### src/rtl/intr_pkg.sv
package intr_pkg;

  localparam int COARSE_W = 14;
  localparam int FINE_W   = 32;
  localparam int NUM_W    = $clog2(FINE_W);
  localparam int EXI_CH   = 3;
  localparam int NGRP     = 11;
  localparam int REC_MIN  = 5;

  // coarse cause positions
  localparam int C_ERR  = 0;
  localparam int C_RSW  = 1;
  localparam int C_DI   = 2;
  localparam int C_SI   = 3;
  localparam int C_EXI  = 4;
  localparam int C_AI   = 5;
  localparam int C_DSP  = 6;
  localparam int C_MEM  = 7;
  localparam int C_VI   = 8;
  localparam int C_PET  = 9;
  localparam int C_PEF  = 10;
  localparam int C_CP   = 11;
  localparam int C_DBG  = 12;
  localparam int C_HSP  = 13;

  // fine cause positions
  localparam int F_MEM0  = 31;
  localparam int F_MADDR = 27;
  localparam int F_DAI   = 26;
  localparam int F_DARAM = 25;
  localparam int F_DDSP  = 24;
  localparam int F_AI    = 23;
  localparam int F_EXI0  = 22;
  localparam int F_CP    = 14;
  localparam int F_PET   = 13;
  localparam int F_PEF   = 12;
  localparam int F_SI    = 11;
  localparam int F_DI    = 10;
  localparam int F_RSW   = 9;
  localparam int F_ERR   = 8;
  localparam int F_VI    = 7;
  localparam int F_DBG   = 6;
  localparam int F_HSP   = 5;

  typedef logic [FINE_W-1:0] fine_t;
  typedef logic [NUM_W-1:0]  num_t;

  // ordered priority groups, index 0 is highest
  function automatic fine_t grp_mask(input int g);
    fine_t m;
    m = '0;
    case (g)
      0: m[F_ERR] = 1'b1;
      1: m[F_DBG] = 1'b1;
      2: m[F_MEM0:F_MADDR] = '1;
      3: m[F_RSW] = 1'b1;
      4: m[F_VI] = 1'b1;
      5: begin m[F_PET] = 1'b1; m[F_PEF] = 1'b1; end
      6: m[F_HSP] = 1'b1;
      7: begin
        m[F_DARAM:F_EXI0 - 3*EXI_CH + 2] = '1;
        m[F_SI] = 1'b1;
        m[F_DI] = 1'b1;
      end
      8: m[F_DAI] = 1'b1;
      9: m[F_CP] = 1'b1;
      default: m = '1;
    endcase
    return m;
  endfunction

endpackage

### src/rtl/intr_expand.sv
module intr_expand
  import intr_pkg::*;
(
  input  logic [COARSE_W-1:0]          coarse,
  input  logic [15:0]                  mem_stat,
  input  logic [15:0]                  dsp_stat,
  input  logic [31:0]                  ai_ctrl,
  input  logic [EXI_CH-1:0][31:0]      exi_stat,
  output fine_t                        fine
);

  fine_t exi_part [EXI_CH];
  fine_t base;

  // one-to-one and device sub-status mapping
  always_comb begin
    base = '0;
    if (coarse[C_MEM]) begin
      for (int i = 0; i < 5; i++) base[F_MEM0 - i] = mem_stat[i];
    end
    if (coarse[C_DSP]) begin
      base[F_DAI]   = dsp_stat[3];
      base[F_DARAM] = dsp_stat[5];
      base[F_DDSP]  = dsp_stat[7];
    end
    if (coarse[C_AI]) base[F_AI] = ai_ctrl[3];
    base[F_CP]  = coarse[C_CP];
    base[F_PET] = coarse[C_PET];
    base[F_PEF] = coarse[C_PEF];
    base[F_SI]  = coarse[C_SI];
    base[F_DI]  = coarse[C_DI];
    base[F_RSW] = coarse[C_RSW];
    base[F_ERR] = coarse[C_ERR];
    base[F_VI]  = coarse[C_VI];
    base[F_DBG] = coarse[C_DBG];
    base[F_HSP] = coarse[C_HSP];
  end

  // expansion channels; the last channel carries no attach/detach bit
  for (genvar c = 0; c < EXI_CH; c++) begin : g_ch
    always_comb begin
      exi_part[c] = '0;
      if (coarse[C_EXI]) begin
        exi_part[c][F_EXI0 - 3*c]     = exi_stat[c][1];
        exi_part[c][F_EXI0 - 3*c - 1] = exi_stat[c][3];
        if (c < EXI_CH - 1)
          exi_part[c][F_EXI0 - 3*c - 2] = exi_stat[c][11];
      end
    end
  end

  always_comb begin
    fine = base;
    for (int c = 0; c < EXI_CH; c++) fine = fine | exi_part[c];
  end

  logic unused_stat;
  always_comb begin
    unused_stat = ^{mem_stat[15:5], dsp_stat[15:8], dsp_stat[6], dsp_stat[4],
                    dsp_stat[2:0], ai_ctrl[31:4], ai_ctrl[2:0]};
    for (int c = 0; c < EXI_CH; c++)
      unused_stat = unused_stat ^ (^exi_stat[c]);
  end

endmodule

### src/rtl/intr_clz.sv
module intr_clz #(
  parameter int W  = 32,
  localparam int CW = $clog2(W)
) (
  input  logic [W-1:0]  vec,
  output logic [CW-1:0] cnt
);

  // highest set bit wins; zero input yields W-1 (never used)
  always_comb begin
    cnt = CW'(W - 1);
    for (int i = 0; i < W; i++) begin
      if (vec[i]) cnt = CW'(W - 1 - i);
    end
  end

endmodule

### src/rtl/intr_prio.sv
module intr_prio
  import intr_pkg::*;
(
  input  fine_t cause,
  output logic  any,
  output num_t  num
);

  logic [NGRP-1:0] hit;
  fine_t           chosen;

  for (genvar g = 0; g < NGRP; g++) begin : g_grp
    assign hit[g] = |(cause & grp_mask(g));
  end

  // scan from lowest to highest so the highest priority hit overrides
  always_comb begin
    chosen = '0;
    for (int g = NGRP - 1; g >= 0; g--) begin
      if (hit[g]) chosen = cause & grp_mask(g);
    end
  end

  assign any = |hit;

  intr_clz #(.W(FINE_W)) u_clz (
    .vec (chosen),
    .cnt (num)
  );

endmodule

### src/rtl/intr_resolver.sv
module intr_resolver
  import intr_pkg::*;
#(
  parameter int TS_W = 32
) (
  input  logic                     clk,
  input  logic                     rst_n,
  input  logic                     req,
  input  logic [16:0]              coarse_cause,
  input  logic [COARSE_W-1:0]      hw_mask,
  input  logic [15:0]              mem_stat,
  input  logic [15:0]              dsp_stat,
  input  logic [31:0]              ai_ctrl,
  input  logic [EXI_CH-1:0][31:0]  exi_stat,
  input  logic [FINE_W-1:0]        sw_mask_prev,
  input  logic [FINE_W-1:0]        sw_mask_cur,
  input  logic [TS_W-1:0]          timestamp,
  output logic                     irq_valid,
  output logic [NUM_W-1:0]         irq_num,
  output logic                     rec_stb,
  output logic [NUM_W-1:0]         rec_num,
  output logic [TS_W-1:0]          rec_time
);

  logic [COARSE_W-1:0] coarse;
  fine_t               fine;
  fine_t               fine_open;
  logic                gate;
  logic                any;
  num_t                num;

  logic                valid_d, rec_d;
  logic                num_en, rec_en;

  logic unused_state;
  assign unused_state = ^coarse_cause[16:COARSE_W];

  assign coarse = coarse_cause[COARSE_W-1:0];

  intr_expand u_expand (
    .coarse   (coarse),
    .mem_stat (mem_stat),
    .dsp_stat (dsp_stat),
    .ai_ctrl  (ai_ctrl),
    .exi_stat (exi_stat),
    .fine     (fine)
  );

  assign fine_open = fine & ~(sw_mask_prev | sw_mask_cur);

  intr_prio u_prio (
    .cause (fine_open),
    .any   (any),
    .num   (num)
  );

  // next state
  always_comb begin
    gate    = (|coarse) && (|(coarse & hw_mask));
    valid_d = req && gate && any;
    rec_d   = valid_d && (int'(num) >= REC_MIN);
    num_en  = valid_d;
    rec_en  = rec_d;
  end

  // registers
  always_ff @(posedge clk or negedge rst_n) begin
    if (!rst_n) begin
      irq_valid <= 1'b0;
      rec_stb   <= 1'b0;
      irq_num   <= '0;
      rec_num   <= '0;
      rec_time  <= '0;
    end else begin
      irq_valid <= valid_d;
      rec_stb   <= rec_d;
      if (num_en) irq_num <= num;
      if (rec_en) begin
        rec_num  <= num;
        rec_time <= timestamp;
      end
    end
  end

endmodule

### config.mk
export PLATFORM = sky130hd
export DESIGN_NAME = intr_resolver
export DESIGN_NICKNAME = d
export VERILOG_FILES = /design/src/rtl/intr_pkg.sv /design/src/rtl/intr_expand.sv /design/src/rtl/intr_clz.sv /design/src/rtl/intr_prio.sv /design/src/rtl/intr_resolver.sv
export SDC_FILE = /design/constraint.sdc
export NUM_CORES = 1
export LEC_CHECK = 0
export BUFFER_PORTS_ARGS = -buffer_cell sky130_fd_sc_hd__buf_2
export CAP_MARGIN = 25
export CORE_AREA = 2 2 128 130
export DETAILED_ROUTE_END_ITERATION = 8
export DIE_AREA = 0 0 130 132
export RECOVER_POWER = 50
export SLEW_MARGIN = 20
export SYNTH_ARGS = -nofsm -noshare
export SYNTH_HDL_FRONTEND = slang
export SYNTH_SLANG_ARGS = --single-unit
### constraint.sdc
create_clock -name clk -period 1.5 [get_ports clk]
set_clock_uncertainty 0.15 [all_clocks]
set_input_delay 0.15 -clock clk [delete_from_list [all_inputs] [get_ports clk]]
set_output_delay 0.15 -clock clk [all_outputs]
set_load 0.03 [all_outputs]
==> reports/qor.txt <==
Global-route wire length before repair: 16,400 um
CP arrival: 2.34 ns
Mean routed wirelength per cell: 15.5 um
Worst setup endpoint: rec_time[9]
Flop pwr share: 30.9%
Count leader, synth: dfrtp_1
Skew-Pair Late Insertion Delay: 0.28 ns
Cell count after synthesis: 218
RSZ-0062 raised after global routing: true
Num CTS Buffers: 5
Post-synth EDFFs: 0
Register bit count reported by yosys: 44
Clk buf depth: 2
FILL cells: 1,607
Placed insts: 662
Die W: 130 um
GR Util All Layers: 12.2%
NetSw: 1710 uW
FF-to-FF path depth: 1
Drt total wl: 11,000 um
# diodes: 0
Post-Syn Area: 2680 sq um
NumNets Final: 783
Main flop type after synthesis: dfrtp_1
Initial antenna violation count: 0
Via count: 2,955
Finished Layout Cells: 709
Synth top area share: 41.0%
Relative slew slack: 60.0%
Critical Path Fanout Max: 11
Largest net degree at the start of global routing: 45
Unique masters post-synth: 55
Proportion of layout cells with a drive suffix above 1: 66.3%
Die ar.: 17,200 sq um
DRT Pass-1 Iters: 4
Leading area contributor after synthesis: dfrtp_1
Die Height: 132 um
Outcome: finished with violations
Setup TNS: -32.02 ns
GRT overflow: 0
Clock sinks: 44
Peak supply drop: 0.678 mV
Fin. Hold Viols: 0
Worst r2r src: rec_time[16]
Avg Inst Size Synth: 12.3 sq um
Final Max Tran Viols: 0
Critical path launch point: coarse_cause[6]
Pwr Density: 995 nW/um^2
Port Buffers: 177
Area grow syn2layout: 91.2%
Part of the cycle the worst path needs: 156%
R2r setup slk: 0.57 ns
Setup Viol. Count Final: 44
CTS tree: yes
Initial Util: 17.1%
Asr flop ratio synth: 100%
Root buf cell: clkbuf_16
DRT antenna net count: 0
Via count of the first global-routing pass: 3,208
Sequential share of the synthesized area: 41.0%
Fmax: 0.429 GHz
Failing checks: setup timing
RR Endpoint: rec_time[16]
Lkg Pwr: 0.00250 uW
Hold Crit Class: register to register
H-Tree Depth: 2
Via density: 4.17
Core Region: 15,700 sq um
Clock-pin slew on the worst setup and hold paths: 0.06 ns
Critical path startpoint category: input port
Clock power frac: 26.7%
# DRC: 0
Synth Warn #: 0
Measured slew at the worst slew-check pin: 0.601 ns
Kind of critical path: input port to register
Worst Hold Depth: 1
Required time worst endpoint: 1.51 ns
Crit end category: register
Post-Place Worst Slack: -1.30 ns
Final core utilization: 32.7%
Final worst path period need: 2.33 ns
Min Hold Slack: 0.349 ns
Setup slack after layout: -0.833 ns
Commonest cells in the netlist: dfrtp_1, mux2_4, nor2_1
Gpl congestion: 0.953
HPWL Detailed: 8790 um
P_int: 3390 uW
I/O pin total: 334
Hold Crit Start: rec_num[0]
Synthesized Nets: 508
Drt initial violations: 69
Switching portion of total power: 33.5%
Comb power frac: 42.4%
Cell row count: 46
Max cap viols: 0
Top cells by area, synth: dfrtp_1, mux2_4, nor4bb_1, mux2_1, buf_6
layout by cell type, fill, tap and decap left out, types with 4 or more instances in the layout:
| cell | netlist | final |
|---|---|---|
| a21oi_2 | 0 | 5 |
| a22o_1 | 4 | 4 |
| a31oi_1 | 4 | 4 |
| and4bb_2 | 2 | 4 |
| buf_2 | 1 | 175 |
| buf_4 | 0 | 54 |
| buf_6 | 5 | 7 |
| clkbuf_16 | 0 | 6 |
| dfrtp_1 | 44 | 44 |
| dlygate4sd3_1 | 0 | 33 |
| inv_1 | 6 | 6 |
| mux2_4 | 26 | 32 |
| nand2_1 | 4 | 4 |
| nor2_1 | 11 | 10 |
| nor3_2 | 0 | 4 |
| nor3b_1 | 6 | 4 |
| nor3b_2 | 3 | 4 |
| nor4_1 | 4 | 4 |
| nor4_4 | 2 | 4 |
| nor4bb_4 | 1 | 7 |
| o21ai_0 | 8 | 5 |
| o21bai_1 | 4 | 4 |
routing by layer:
metal	part of all wire (%)	vias up	global-route usage (%)
met4	3.7	0	5.32
met5	0	-	0
li1	-	1416	-
met1	40	1354	13.8
met2	49	165	22.0
met3	7.1	20	2.15
sequential cells by signal, indices dropped and copies added (netlist names):
signal / count
rec_time: 32
irq_valid: 1
rec_num: 5
irq_num: 5
rec_stb: 1
cell type report:
type                       count  area [sq um]  share of cell area (%)
clock buffer                   5           125                    2.44
clock inverter                 2          60.1                    1.17
inverter                       6          22.5                   0.439
multi-input combinational    162          1780                    34.6
sequential                    44          1100                    21.5
tap                          216           270                    5.27
timing repair buffer         274          1780                    34.6
power by group through the flow:
stage / Sequential [uW] / Combinational, uW / Clock (uW)
2_1_floorplan: 2100 / 628 / 0
3_3_place_gp: 1580 / 1890 / 0
3_5_place_dp: 1590 / 1920 / 0
4_1_cts: 1570 / 2030 / 1410
5_1_grt: 1610 / 2310 / 1460
6_report: 1580 / 2170 / 1360
metrics by stage:
step,total power (uW),area [sq um]
floorplan,2730,2710
global placement,3470,4260
detailed placement,3510,4260
CTS,5020,4860
global route,5380,5130
finish,5110,5130
critical path, stage by stage:
cell and delay [ns]:
buf_2 0.11, nor4bb_2 0.16, buf_4 0.14, nor4_1 0.29, o21ai_0 0.22, a221oi_2 0.28
nor3_2 0.10, o31a_4 0.39, clkbuf_16 0.19, mux2_4 0.30
how the worst min path moves through the flow:
stage	slack (ns)	end
detailed placement	0.003	rec_time[4]
CTS	0.23	rec_time[25]
global placement	-0.008	rec_time[7]
finish	0.35	rec_num[0]
floorplan	-0.30	irq_num[0]
global route	0.36	rec_time[17]
what timing repair did:
item	4_1_cts	5_1_grt
gates cloned	0	1
hold buffers	33	0
buffers inserted	3	8
endpoints found under the setup margin	44	44
resized for setup	19	42
endpoints found under the hold margin	76	0
pin swaps	4	11
cell families (layout without fill, tap and decap cells):
group	after synthesis	after routing	share of synthesized area, %
simple gates	75	75	23.5
compound gates	53	53	14.4
flops	44	44	41.0
mux	34	34	17.9
buf+inv	12	287	3.12
Note: power is estimated with default switching activity, not from simulation.
